$ cat src/rtl/tx_stat_pkg.sv
package tx_stat_pkg;
  localparam int STAT_W = 16;
  localparam int STICKY_N = 11;
  typedef logic [STAT_W-1:0] stat_word_t;

  localparam int B_OK    = 0;
  localparam int B_MULTI = 1;
  localparam int B_BCAST = 2;
  localparam int B_MCAST = 3;
  localparam int B_DEFER = 4;
  localparam int B_EXCDF = 5;
  localparam int B_LATE  = 6;
  localparam int B_LOST  = 7;
  localparam int B_COL16 = 8;
  localparam int B_SQE   = 9;
  localparam int B_ROLL  = 10;
  localparam int B_LINK  = 11;
  localparam int B_TXEN  = 12;
endpackage

$ cat src/rtl/sat_tick_cnt.sv
module sat_tick_cnt #(
  parameter int MAX = 64,
  localparam int W = $clog2(MAX + 1)
) (
  input  logic         clk_i,
  input  logic         rst_ni,
  input  logic         clr_i,
  input  logic         en_i,
  output logic [W-1:0] cnt_o
);
  localparam logic [W-1:0] CMAX = W'(MAX);

  always_ff @(posedge clk_i or negedge rst_ni) begin
    if (!rst_ni)                     cnt_o <= '0;
    else if (clr_i)                  cnt_o <= '0;
    else if (en_i && cnt_o != CMAX)  cnt_o <= cnt_o + 1'b1;
  end
endmodule

$ cat src/rtl/tx_col_track.sv
module tx_col_track #(
  parameter int LATE_COL_BYTES = 64,
  parameter int MAX_COL = 16,
  localparam int BW = $clog2(LATE_COL_BYTES + 2),
  localparam int CW = $clog2(MAX_COL + 1)
) (
  input  logic          clk_i,
  input  logic          rst_ni,
  input  logic          frame_start_i,
  input  logic          in_frame_i,
  input  logic          collision_i,
  input  logic [BW-1:0] frame_bytes_i,
  output logic          multi_set_o,
  output logic          col16_set_o,
  output logic          late_set_o,
  output logic          jam_o
);
  localparam logic [CW-1:0] CMAX = CW'(MAX_COL);
  localparam logic [BW-1:0] LATE = BW'(LATE_COL_BYTES);

  logic [CW-1:0] col_cnt_q;
  logic          col_hit;

  assign col_hit = collision_i && in_frame_i;

  always_ff @(posedge clk_i or negedge rst_ni) begin
    if (!rst_ni)                        col_cnt_q <= '0;
    else if (frame_start_i)             col_cnt_q <= '0;
    else if (col_hit && col_cnt_q != CMAX) col_cnt_q <= col_cnt_q + 1'b1;
  end

  assign multi_set_o = col_hit && (col_cnt_q != '0);
  assign col16_set_o = col_hit && (col_cnt_q == CMAX - 1'b1);
  assign late_set_o  = col_hit && (frame_bytes_i > LATE);

  // jam goes out one cycle ahead of the enable drop
  always_ff @(posedge clk_i or negedge rst_ni) begin
    if (!rst_ni) jam_o <= 1'b0;
    else         jam_o <= late_set_o;
  end
endmodule

$ cat src/rtl/tx_txen_ctl.sv
module tx_txen_ctl (
  input  logic clk_i,
  input  logic rst_ni,
  input  logic set_i,
  input  logic clr_i,
  input  logic fatal_i,
  input  logic in_frame_i,
  input  logic frame_end_i,
  output logic txen_o
);
  logic stop_pend_q;

  always_ff @(posedge clk_i or negedge rst_ni) begin
    if (!rst_ni) begin
      txen_o      <= 1'b0;
      stop_pend_q <= 1'b0;
    end else if (fatal_i) begin
      txen_o      <= 1'b0;
      stop_pend_q <= 1'b0;
    end else if (set_i) begin
      txen_o      <= 1'b1;
      stop_pend_q <= 1'b0;
    end else if (clr_i) begin
      if (in_frame_i && !frame_end_i) stop_pend_q <= 1'b1;
      else                            txen_o      <= 1'b0;
    end else if (stop_pend_q && frame_end_i) begin
      txen_o      <= 1'b0;
      stop_pend_q <= 1'b0;
    end
  end
endmodule

$ cat src/rtl/tx_stat_tracker.sv
module tx_stat_tracker
  import tx_stat_pkg::*;
#(
  parameter int NUM_CNT = 4,
  parameter int MAX_FRAME_BYTES = 1518,
  parameter int EARLY_IFG_BYTES = 80,
  parameter int LATE_COL_BYTES = 64,
  parameter int MAX_COL = 16
) (
  input  logic                 clk_i,
  input  logic                 rst_ni,
  input  logic                 tick_i,
  input  logic                 frame_start_i,
  input  logic                 frame_end_i,
  input  logic                 collision_i,
  input  logic                 preamble_end_i,
  input  logic                 carrier_i,
  input  logic                 mon_carrier_i,
  input  logic                 defer_i,
  input  logic                 ifg_i,
  input  logic                 bcast_i,
  input  logic                 mcast_i,
  input  logic                 full_duplex_i,
  input  logic                 sqe_test_en_i,
  input  logic                 sqe_pulse_i,
  input  logic [4*NUM_CNT-1:0] evt_counts_i,
  input  logic                 cnt_read_i,
  input  logic                 txen_set_i,
  input  logic                 txen_clr_i,
  input  logic                 link_ni,
  output logic [15:0]          status_o,
  output logic [15:0]          snap_o,
  output logic                 snap_valid_o,
  output logic                 txen_o,
  output logic                 jam_o,
  output logic                 link_irq_o
);
  localparam int EXC_DEF_BYTES = 2 * MAX_FRAME_BYTES;
  localparam int BW = $clog2(LATE_COL_BYTES + 2);
  localparam int DW = $clog2(EXC_DEF_BYTES + 2);
  localparam int GW = $clog2(EARLY_IFG_BYTES + 1);

  logic          in_frame_q, frame_abort_q, sqe_seen_q, any_max_q, link_q;
  logic [BW-1:0] frame_bytes;
  logic [DW-1:0] defer_bytes;
  logic [GW-1:0] ifg_bytes;
  logic          multi_set, col16_set, late_set, lost_set, abort_now, fatal;
  logic [NUM_CNT-1:0] cnt_hit;
  logic          any_max;
  logic [STICKY_N-1:0] sticky_q, set_v, clr_v, sticky_pre;
  stat_word_t    snap_q;
  logic          snap_valid_q, irq_q;

  // byte-time counters
  sat_tick_cnt #(.MAX(LATE_COL_BYTES + 1)) u_frame_cnt (
    .clk_i, .rst_ni, .clr_i(frame_start_i),
    .en_i(tick_i && in_frame_q), .cnt_o(frame_bytes));

  sat_tick_cnt #(.MAX(EXC_DEF_BYTES + 1)) u_defer_cnt (
    .clk_i, .rst_ni, .clr_i(frame_end_i),
    .en_i(tick_i && defer_i), .cnt_o(defer_bytes));

  sat_tick_cnt #(.MAX(EARLY_IFG_BYTES)) u_ifg_cnt (
    .clk_i, .rst_ni, .clr_i(!ifg_i),
    .en_i(tick_i && ifg_i), .cnt_o(ifg_bytes));

  tx_col_track #(.LATE_COL_BYTES(LATE_COL_BYTES), .MAX_COL(MAX_COL)) u_col (
    .clk_i, .rst_ni, .frame_start_i, .in_frame_i(in_frame_q),
    .collision_i, .frame_bytes_i(frame_bytes),
    .multi_set_o(multi_set), .col16_set_o(col16_set),
    .late_set_o(late_set), .jam_o);

  assign lost_set  = preamble_end_i && mon_carrier_i && !carrier_i;
  assign abort_now = late_set || lost_set || col16_set;
  assign fatal     = lost_set || col16_set || jam_o;

  tx_txen_ctl u_txen (
    .clk_i, .rst_ni, .set_i(txen_set_i), .clr_i(txen_clr_i),
    .fatal_i(fatal), .in_frame_i(in_frame_q),
    .frame_end_i, .txen_o);

  for (genvar k = 0; k < NUM_CNT; k++) begin : g_cnt_hit
    assign cnt_hit[k] = (evt_counts_i[4*k +: 4] == 4'hF);
  end
  assign any_max = |cnt_hit;

  always_ff @(posedge clk_i or negedge rst_ni) begin
    if (!rst_ni) begin
      in_frame_q    <= 1'b0;
      frame_abort_q <= 1'b0;
      sqe_seen_q    <= 1'b0;
      any_max_q     <= 1'b0;
    end else begin
      any_max_q <= any_max;
      if (frame_start_i)    in_frame_q <= 1'b1;
      else if (frame_end_i) in_frame_q <= 1'b0;
      if (frame_start_i)    frame_abort_q <= 1'b0;
      else if (abort_now)   frame_abort_q <= 1'b1;
      if (frame_start_i)    sqe_seen_q <= 1'b0;
      else if (sqe_pulse_i) sqe_seen_q <= 1'b1;
    end
  end

  always_comb begin
    set_v = '0;
    clr_v = '0;
    set_v[B_OK]    = frame_end_i && !frame_abort_q && !abort_now;
    clr_v[B_OK]    = frame_start_i;
    set_v[B_MULTI] = multi_set;
    clr_v[B_MULTI] = set_v[B_OK];
    set_v[B_BCAST] = frame_end_i && bcast_i;
    clr_v[B_BCAST] = frame_start_i;
    set_v[B_MCAST] = frame_end_i && mcast_i;
    clr_v[B_MCAST] = frame_start_i;
    set_v[B_DEFER] = ifg_i && carrier_i && (ifg_bytes < GW'(EARLY_IFG_BYTES)) && !frame_end_i;
    clr_v[B_DEFER] = frame_end_i;
    set_v[B_EXCDF] = (defer_bytes > DW'(EXC_DEF_BYTES)) && !frame_end_i;
    clr_v[B_EXCDF] = frame_end_i;
    set_v[B_LATE]  = late_set;
    clr_v[B_LATE]  = txen_set_i;
    set_v[B_LOST]  = lost_set;
    clr_v[B_LOST]  = txen_set_i;
    set_v[B_COL16] = col16_set;
    clr_v[B_COL16] = txen_set_i;
    set_v[B_SQE]   = frame_end_i && !full_duplex_i && sqe_test_en_i &&
                     !sqe_seen_q && !sqe_pulse_i;
    clr_v[B_SQE]   = txen_set_i;
    set_v[B_ROLL]  = any_max && !any_max_q;
    clr_v[B_ROLL]  = cnt_read_i;
  end

  assign sticky_pre = sticky_q | set_v;

  always_ff @(posedge clk_i or negedge rst_ni) begin
    if (!rst_ni) begin
      sticky_q     <= '0;
      snap_q       <= '0;
      snap_valid_q <= 1'b0;
      link_q       <= 1'b0;
      irq_q        <= 1'b0;
    end else begin
      sticky_q     <= (sticky_q & ~clr_v) | set_v;
      snap_valid_q <= frame_end_i;
      if (frame_end_i) snap_q <= {3'b000, txen_o, link_q, sticky_pre};
      link_q <= !link_ni;
      irq_q  <= (!link_ni) != link_q;
    end
  end

  assign status_o     = {3'b000, txen_o, link_q, sticky_q};
  assign snap_o       = snap_q;
  assign snap_valid_o = snap_valid_q;
  assign link_irq_o   = irq_q;
endmodule

$ cat config.mk
export PLATFORM = sky130hd
export DESIGN_NAME = tx_stat_tracker
export DESIGN_NICKNAME = d
export VERILOG_FILES = /design/src/rtl/tx_stat_pkg.sv /design/src/rtl/sat_tick_cnt.sv /design/src/rtl/tx_col_track.sv /design/src/rtl/tx_txen_ctl.sv /design/src/rtl/tx_stat_tracker.sv
export SDC_FILE = /design/constraint.sdc
export NUM_CORES = 1
export LEC_CHECK = 0
export CORE_MARGIN = 10
export CORE_UTILIZATION = 25
export CTS_CLUSTER_DIAMETER = 200
export CTS_CLUSTER_SIZE = 20
export DETAILED_ROUTE_END_ITERATION = 7
export DONT_BUFFER_PORTS = 1
export REMOVE_ABC_BUFFERS = 1
export SYNTH_ARGS = -nofsm -noshare
export SYNTH_HDL_FRONTEND = slang
export SYNTH_HIERARCHICAL = 1
export SYNTH_SLANG_ARGS = --single-unit
$ cat constraint.sdc
create_clock -name clk_i -period 1.77 [get_ports clk_i]
set_input_delay 0.0885 -clock clk_i [delete_from_list [all_inputs] [get_ports clk_i]]
set_output_delay 0.0885 -clock clk_i [all_outputs]
set_load 0.1 [all_outputs]
Word-level counts from Yosys, hierarchy flattened
Cells that the tools add are included.
{ "classes": {"n_addsub": 4, "n_lt_le_gt_ge": 3, "n_eq_ne": 13, "mux": 23, "bitwise": 4, "n_reduce_logical": 52} }
{ "op_table": {"columns": ["operator", "count"], "rows": [
  ["$logic_and 1x1->1", 28],
  ["$mux 7", 4],
  ["$mux 12", 2],
  ["$or 11x11->11", 2],
  ["$eq 4x4->1 const B", 4],
  ["$mux 1", 15],
  ["$add 7x1->7 const B", 2],
  ["$ne 7x7->1 const B", 2],
  ["$add 12x1->12 const B", 1],
  ["$gt 12x12->1 const B", 1],
  ["$ne 12x12->1 const B", 1],
  ["$reduce_bool 2->1", 6],
  ["$and 11x11->11", 1],
  ["$not 11->11", 1],
  ["$mux 5", 2],
  ["$logic_not 1->1", 9],
  ["$gt 7x7->1 const B", 1],
  ["$lt 7x7->1 const B", 1],
  ["$add 5x1->5 const B", 1],
  ["$eq 5x4->1 const B", 1],
  ["$ne 5x5->1 const B", 1],
  ["$reduce_bool 5->1", 1],
  ["$logic_or 1x1->1", 4],
  ["$ne 4x2->1 const B", 1],
  ["other kinds (6)", 7]
]} }
{ "word_totals": {"regBits": 65, "inputBits": 36, "output_inout_bits": 36, "word_cells": 115} }

Logic depth before layout (Yosys ltp)
{ "logic_depth": {"word_depth": 9, "depth_mapped": 8, "mapped_depth_nobuf": 8} }

Cells and area by module
The synthesis kept the hierarchy.
{ "modules_own_cells": {"columns": ["mod", "n_inst", "cells_each", "area_each_um2", "seq_area_each_um2"], "rows": [
  ["tx_stat_tracker", 1, 122, 1323.8, 775.7],
  ["sat_tick_cnt at u_defer_cnt", 1, 75, 742.0, 300.3],
  ["sat_tick_cnt at u_ifg_cnt", 1, 45, 435.4, 175.2],
  ["sat_tick_cnt at u_frame_cnt", 1, 42, 395.4, 175.2],
  ["tx_col_track", 1, 37, 355.3, 150.1],
  ["tx_txen_ctl", 1, 10, 112.6, 50.0]
]} }

Worst setup path after synthesis
OpenSTA, ideal clock, no wires.
{ "synth_path": {"path_kind": "register to register", "start": "register u_col.col_cnt_q[0]", "end": "register sticky_q[1]", "setup_ps": 120, "arrival_ps": 1587, "required_time_ps": 1650, "setup_slack_ps": 64, "stages_incl_launch_ff": 8, "path_buffers": 0, "period_less_slack_ps": 1706, "cell_sequence": "dfrtp_1 ha_1 and3_1 ha_1 and3_1 nor3_4 nand3_2 a21o_1"} }
{ "synth_between": {"elab_chain_cells": 8, "elab_cells_between_ends": 10, "cone_classes": "1 x eq/ne; 3 x bitwise; 6 x reduce/logical"} }
{ "synth_lines": {"columns": ["element", "line_no", "source"], "rows": [
  ["from (decl)", "tx_col_track.sv:21", "logic [CW-1:0] col_cnt_q;"],
  ["from (signal assigned)", "tx_col_track.sv:29", "else if (col_hit && col_cnt_q != CMAX) col_cnt_q <= col_cnt_q + 1'b1;"],
  ["$eq 5x4->1", "tx_col_track.sv:33", "assign col16_set_o = col_hit && (col_cnt_q == CMAX - 1'b1);"],
  ["$logic_and 1x1->1", "tx_col_track.sv:33", null],
  ["net col16_set", "tx_stat_tracker.sv:47", "logic multi_set, col16_set, late_set, lost_set, abort_now, fatal;"],
  ["$logic_or 1x1->1", "tx_stat_tracker.sv:74", "assign abort_now = late_set || lost_set || col16_set;"],
  ["$logic_not 1->1", "tx_stat_tracker.sv:107", "set_v[B_OK] = frame_end_i && !frame_abort_q && !abort_now;"],
  ["$logic_and 1x1->1", "tx_stat_tracker.sv:107", null],
  ["$not 11->11", "tx_stat_tracker.sv:142", "sticky_q <= (sticky_q & ~clr_v) | set_v;"],
  ["$and 11x11->11", "tx_stat_tracker.sv:142", null],
  ["$or 11x11->11", "tx_stat_tracker.sv:142", null],
  ["to (signal assigned)", "tx_stat_tracker.sv:142", null],
  ["to (decl)", "tx_stat_tracker.sv:50", "logic [STICKY_N-1:0] sticky_q, set_v, clr_v, sticky_pre;"]
]} }
The timed path passes the listed nets, and every way through them passes these cells.
A chain may end at the register's enable or synchronous reset.

Worst setup path after layout
{ "layout_path": {"start": "register u_ifg_cnt.cnt_o[2]", "end": "register u_ifg_cnt.cnt_o[0]"} }
{ "layout_between": {"elab_chain_cells": 3} }
{ "layout_lines": {"columns": ["element", "line_no", "source"], "rows": [
  ["from (decl)", "sat_tick_cnt.sv:9", "output logic [W-1:0] cnt_o"],
  ["from (signal assigned)", "sat_tick_cnt.sv:16", "else if (en_i && cnt_o != CMAX) cnt_o <= cnt_o + 1'b1;"],
  ["$ne 7x7->1", "sat_tick_cnt.sv:16", null],
  ["$logic_and 1x1->1", "sat_tick_cnt.sv:16", null],
  ["$ne 2x1->1 (no source line)", null, null]
]} }
No other way between the ends.

==> run_results.csv <==
group,metric,value,unit
timing,clock_skew,0.004336,ns
placement,dp_cells,534,
timing,fin_crit,1.688,ns
yosys,synth_edf_count,0,
cells_and_area,seq_area,0.001628,mm2
worst_setup_path,crit_path_max_fanout,6,
yosys,yosysUniqueCellTypes,68,
clocking,h-tree-depth,3,
cells_and_area,area_growth,28.37,%
timing,worst_slack,0.08162,ns
routing,ant_nets,0,
floorplan,die_w,136.0,um
run,maxCapViolCount,0,
timing,slew_headroom,48.40,%
yosys,syn_area_per_cell,10.16,um2
global_route,grt-ovfl-total,0,
clocking,clkLatencyLatePin,0.32,ns
placement,gp_congestion,0.7759,
cells_and_area,diodes,0,
routing,wl,8568,um
worst_setup_path,rrSetupSlack,0.08,ns
global_route,grt_first_pass_wirelength,14060,um
routing,drt_iter0_drc,111,
worst_setup_path,crit_path_start_kind,"register",
placement,post-place-ws,0.03409,ns
clocking,cts.sinks,65,
timing,worstMarginPinSlew,0.7715,ns
routing,post_drt_wl_per_cell,15.11,um
yosys,syn_inst,331,
yosys,synth_area,0.003364,mm2
timing,fmax,592.3,MHz
global_route,grt_use_total,9.546,%
clocking,numCtsBuffers,9,
floorplan,fp-row-count,42,
global_route,first_global_vias,2748,
yosys,ys_seq_elements,65,
timing,drv_slew,0,
power_and_ir_drop,p_leak,1.883,nW
clocking,clk_pin_slew,0.05,ns
cells_and_area,drive_gt1_share,21.48,%
hold_path,hold_path.class,"input pin to register",
yosys,synthFlopType,"dfrtp_1",
worst_setup_path,critPathCaptureType,"register",
power_and_ir_drop,power.density,1047,mW/mm2
floorplan,start_util,25.51,%
routing,via_per_inst,4.746,
timing,hold_ws,0.01271,ns
cells_and_area,num-fill-cells,1341,
clocking,root_buffer,"clkbuf_16",
timing,setup_viol,0,
cells_and_area,finish.net_count,431,
routing,vias,2691,
worst_setup_path,critPathRequiredTime,1.96,ns
cells_and_area,multiInputGateArea,0.001560,mm2
clocking,cts_setup_buffers,0,
global_route,grt_max_degree,66,
floorplan,die-area,0.01850,mm2
cells_and_area,fin_util,32.75,%
cells_and_area,stdcell_count,567,
outcome,status,"complete, no violations",
power_and_ir_drop,vdd_drop_max,487.3,uV
worst_setup_path,path_class,"register to register",
clocking,cts.path.max_buffers,2,
routing,drc,0,
floorplan,pin_count,72,
floorplan,dieHeight,136.0,um
placement,io_buffers,0,
global_route,antenna_found_initial,0,
clocking,cts_tree,"yes",
timing,finalSetupTns,0,ns
floorplan,core_area,0.01319,mm2
timing,fin_crit_sh,95.39,%
yosys,ys_warn_count,6,
placement,post-dp-hpwl,5895,um
yosys,ys_seq_area_share,48.35,%
cells_and_area,layout_commonest_cell,"dfrtp_1",
cells_and_area,final_cell_mix,"dfrtp_1, buf_4, nor2_1, inv_1, a21oi_1",
worst_setup_path,worst-endpoint-arrival,1.88,ns
yosys,ys_async_sr_fraction,100.0,%
timing,finalHoldViolCount,0,
routing,detail_route.first_pass.iterations,4,
[kinds of logic after synthesis]
| kind of cell | share of synthesized area, % |
|---|---|
| XOR/XNOR | 1.302 |
| flip-flops | 48.35 |
| other | 0.1115 |
| adder cells (fa/ha/maj) | 3.347 |
| AND/OR/NAND/NOR | 21.90 |
| multiplexers | 3.942 |
| AO/OA/AOI/OAI | 14.99 |
| buffers and inverters | 6.062 |
[synth_stat cells, drive strengths merged (3+ instances only)]
cell | n | area, um2
or3 | 6 | 37.54
a31oi | 9 | 62.56
mux2 | 10 | 112.6
o21ai | 12 | 60.06
and2 | 3 | 18.77
dfrtp | 65 | 1627
buf | 15 | 106.4
ha | 9 | 112.6
a21o | 4 | 31.28
a211oi | 3 | 27.52
o31ai | 5 | 42.54
nand3 | 7 | 45.04
nor2 | 34 | 127.6
inv | 24 | 90.08
nor4 | 3 | 18.77
nand4 | 13 | 96.34
nand2 | 21 | 81.33
nor3 | 6 | 41.29
nand3b | 3 | 26.27
nor2b | 5 | 31.28
or4 | 6 | 48.80
a311oi | 3 | 32.53
xor2 | 4 | 35.03
and4 | 3 | 26.28
a21oi | 23 | 115.1
and3 | 4 | 25.02
nand4b | 3 | 26.28
[per-stage QoR]
step / total power, W / instance area (um2)
final: 0.004524 / 4319
after global routing: 0.004732 / 4319
after CTS: 0.004581 / 4312
after detailed placement: 0.002529 / 3784
after global placement: 0.002516 / 3784
after floorplan: 0.002344 / 3269
[worst max-delay path, stage by stage, from the launching register on]
cell     delay (ns)
dfrtp_1        0.45
nor4b_4        0.38
and3b_1        0.22
or4_1          0.51
[timing repair]
item | in CTS | in global routing
setup endpoints to repair | 0 | 2
hold endpoints to repair | 116 | 0
resized for setup | 0 | 3
hold buffers | 17 | 0
[cell type report]
cell class	instances	share of cell area, %
inverters	24	2.086
clock inverters	5	1.796
flip-flops and latches	65	37.69
clock buffers	11	5.852
multi-input cells	230	36.12
well taps	176	5.098
repair buffers	56	11.36
[state kept, by name (all words and copies together), names as in the netlist]
| name | count |
|---|---|
| in_frame_q | 1 |
| link_q | 1 |
| frame_abort_q | 1 |
| u_defer_cnt/cnt_o | 12 |
| any_max_q | 1 |
| snap_o | 13 |
| u_txen/stop_pend_q | 1 |
| u_frame_cnt/cnt_o | 7 |
| u_txen/txen_o | 1 |
| link_irq_o | 1 |
| u_col/jam_o | 1 |
| snap_valid_o | 1 |
| u_ifg_cnt/cnt_o | 7 |
| sqe_seen_q | 1 |
| u_col/col_cnt_q | 5 |
| sticky_q | 11 |
[routing by layer]
layer  wire [um]  GRT usage (%)
met1        3564          10.97
met5           0              0
met2        4205          15.55
met3         698          4.391
met4          99          2.899
[power breakdown]
part | switching (W) | internal, W
clock | 0.000624 | 0.00130
combinational | 0.000737 | 0.000225
sequential | 0.0000601 | 0.00157
total | 0.00142 | 0.00310
[worst paths after layout]
| check | endpoint | cells after the start | startpoint |
|---|---|---|---|
| max reg2reg | u_ifg_cnt/cnt_o[0] | 3 | u_ifg_cnt/cnt_o[2] |
| min in group asynchronous | snap_o[1] | 2 | rst_ni |
| max in group asynchronous | sticky_q[2] | 2 | rst_ni |
| min reg2reg | snap_o[10] | 1 | any_max_q |
| min | u_defer_cnt/cnt_o[11] | 2 | frame_end_i |
| max | u_ifg_cnt/cnt_o[0] | 3 | u_ifg_cnt/cnt_o[2] |
No activity file was read; power rests on OpenSTA's default activity.
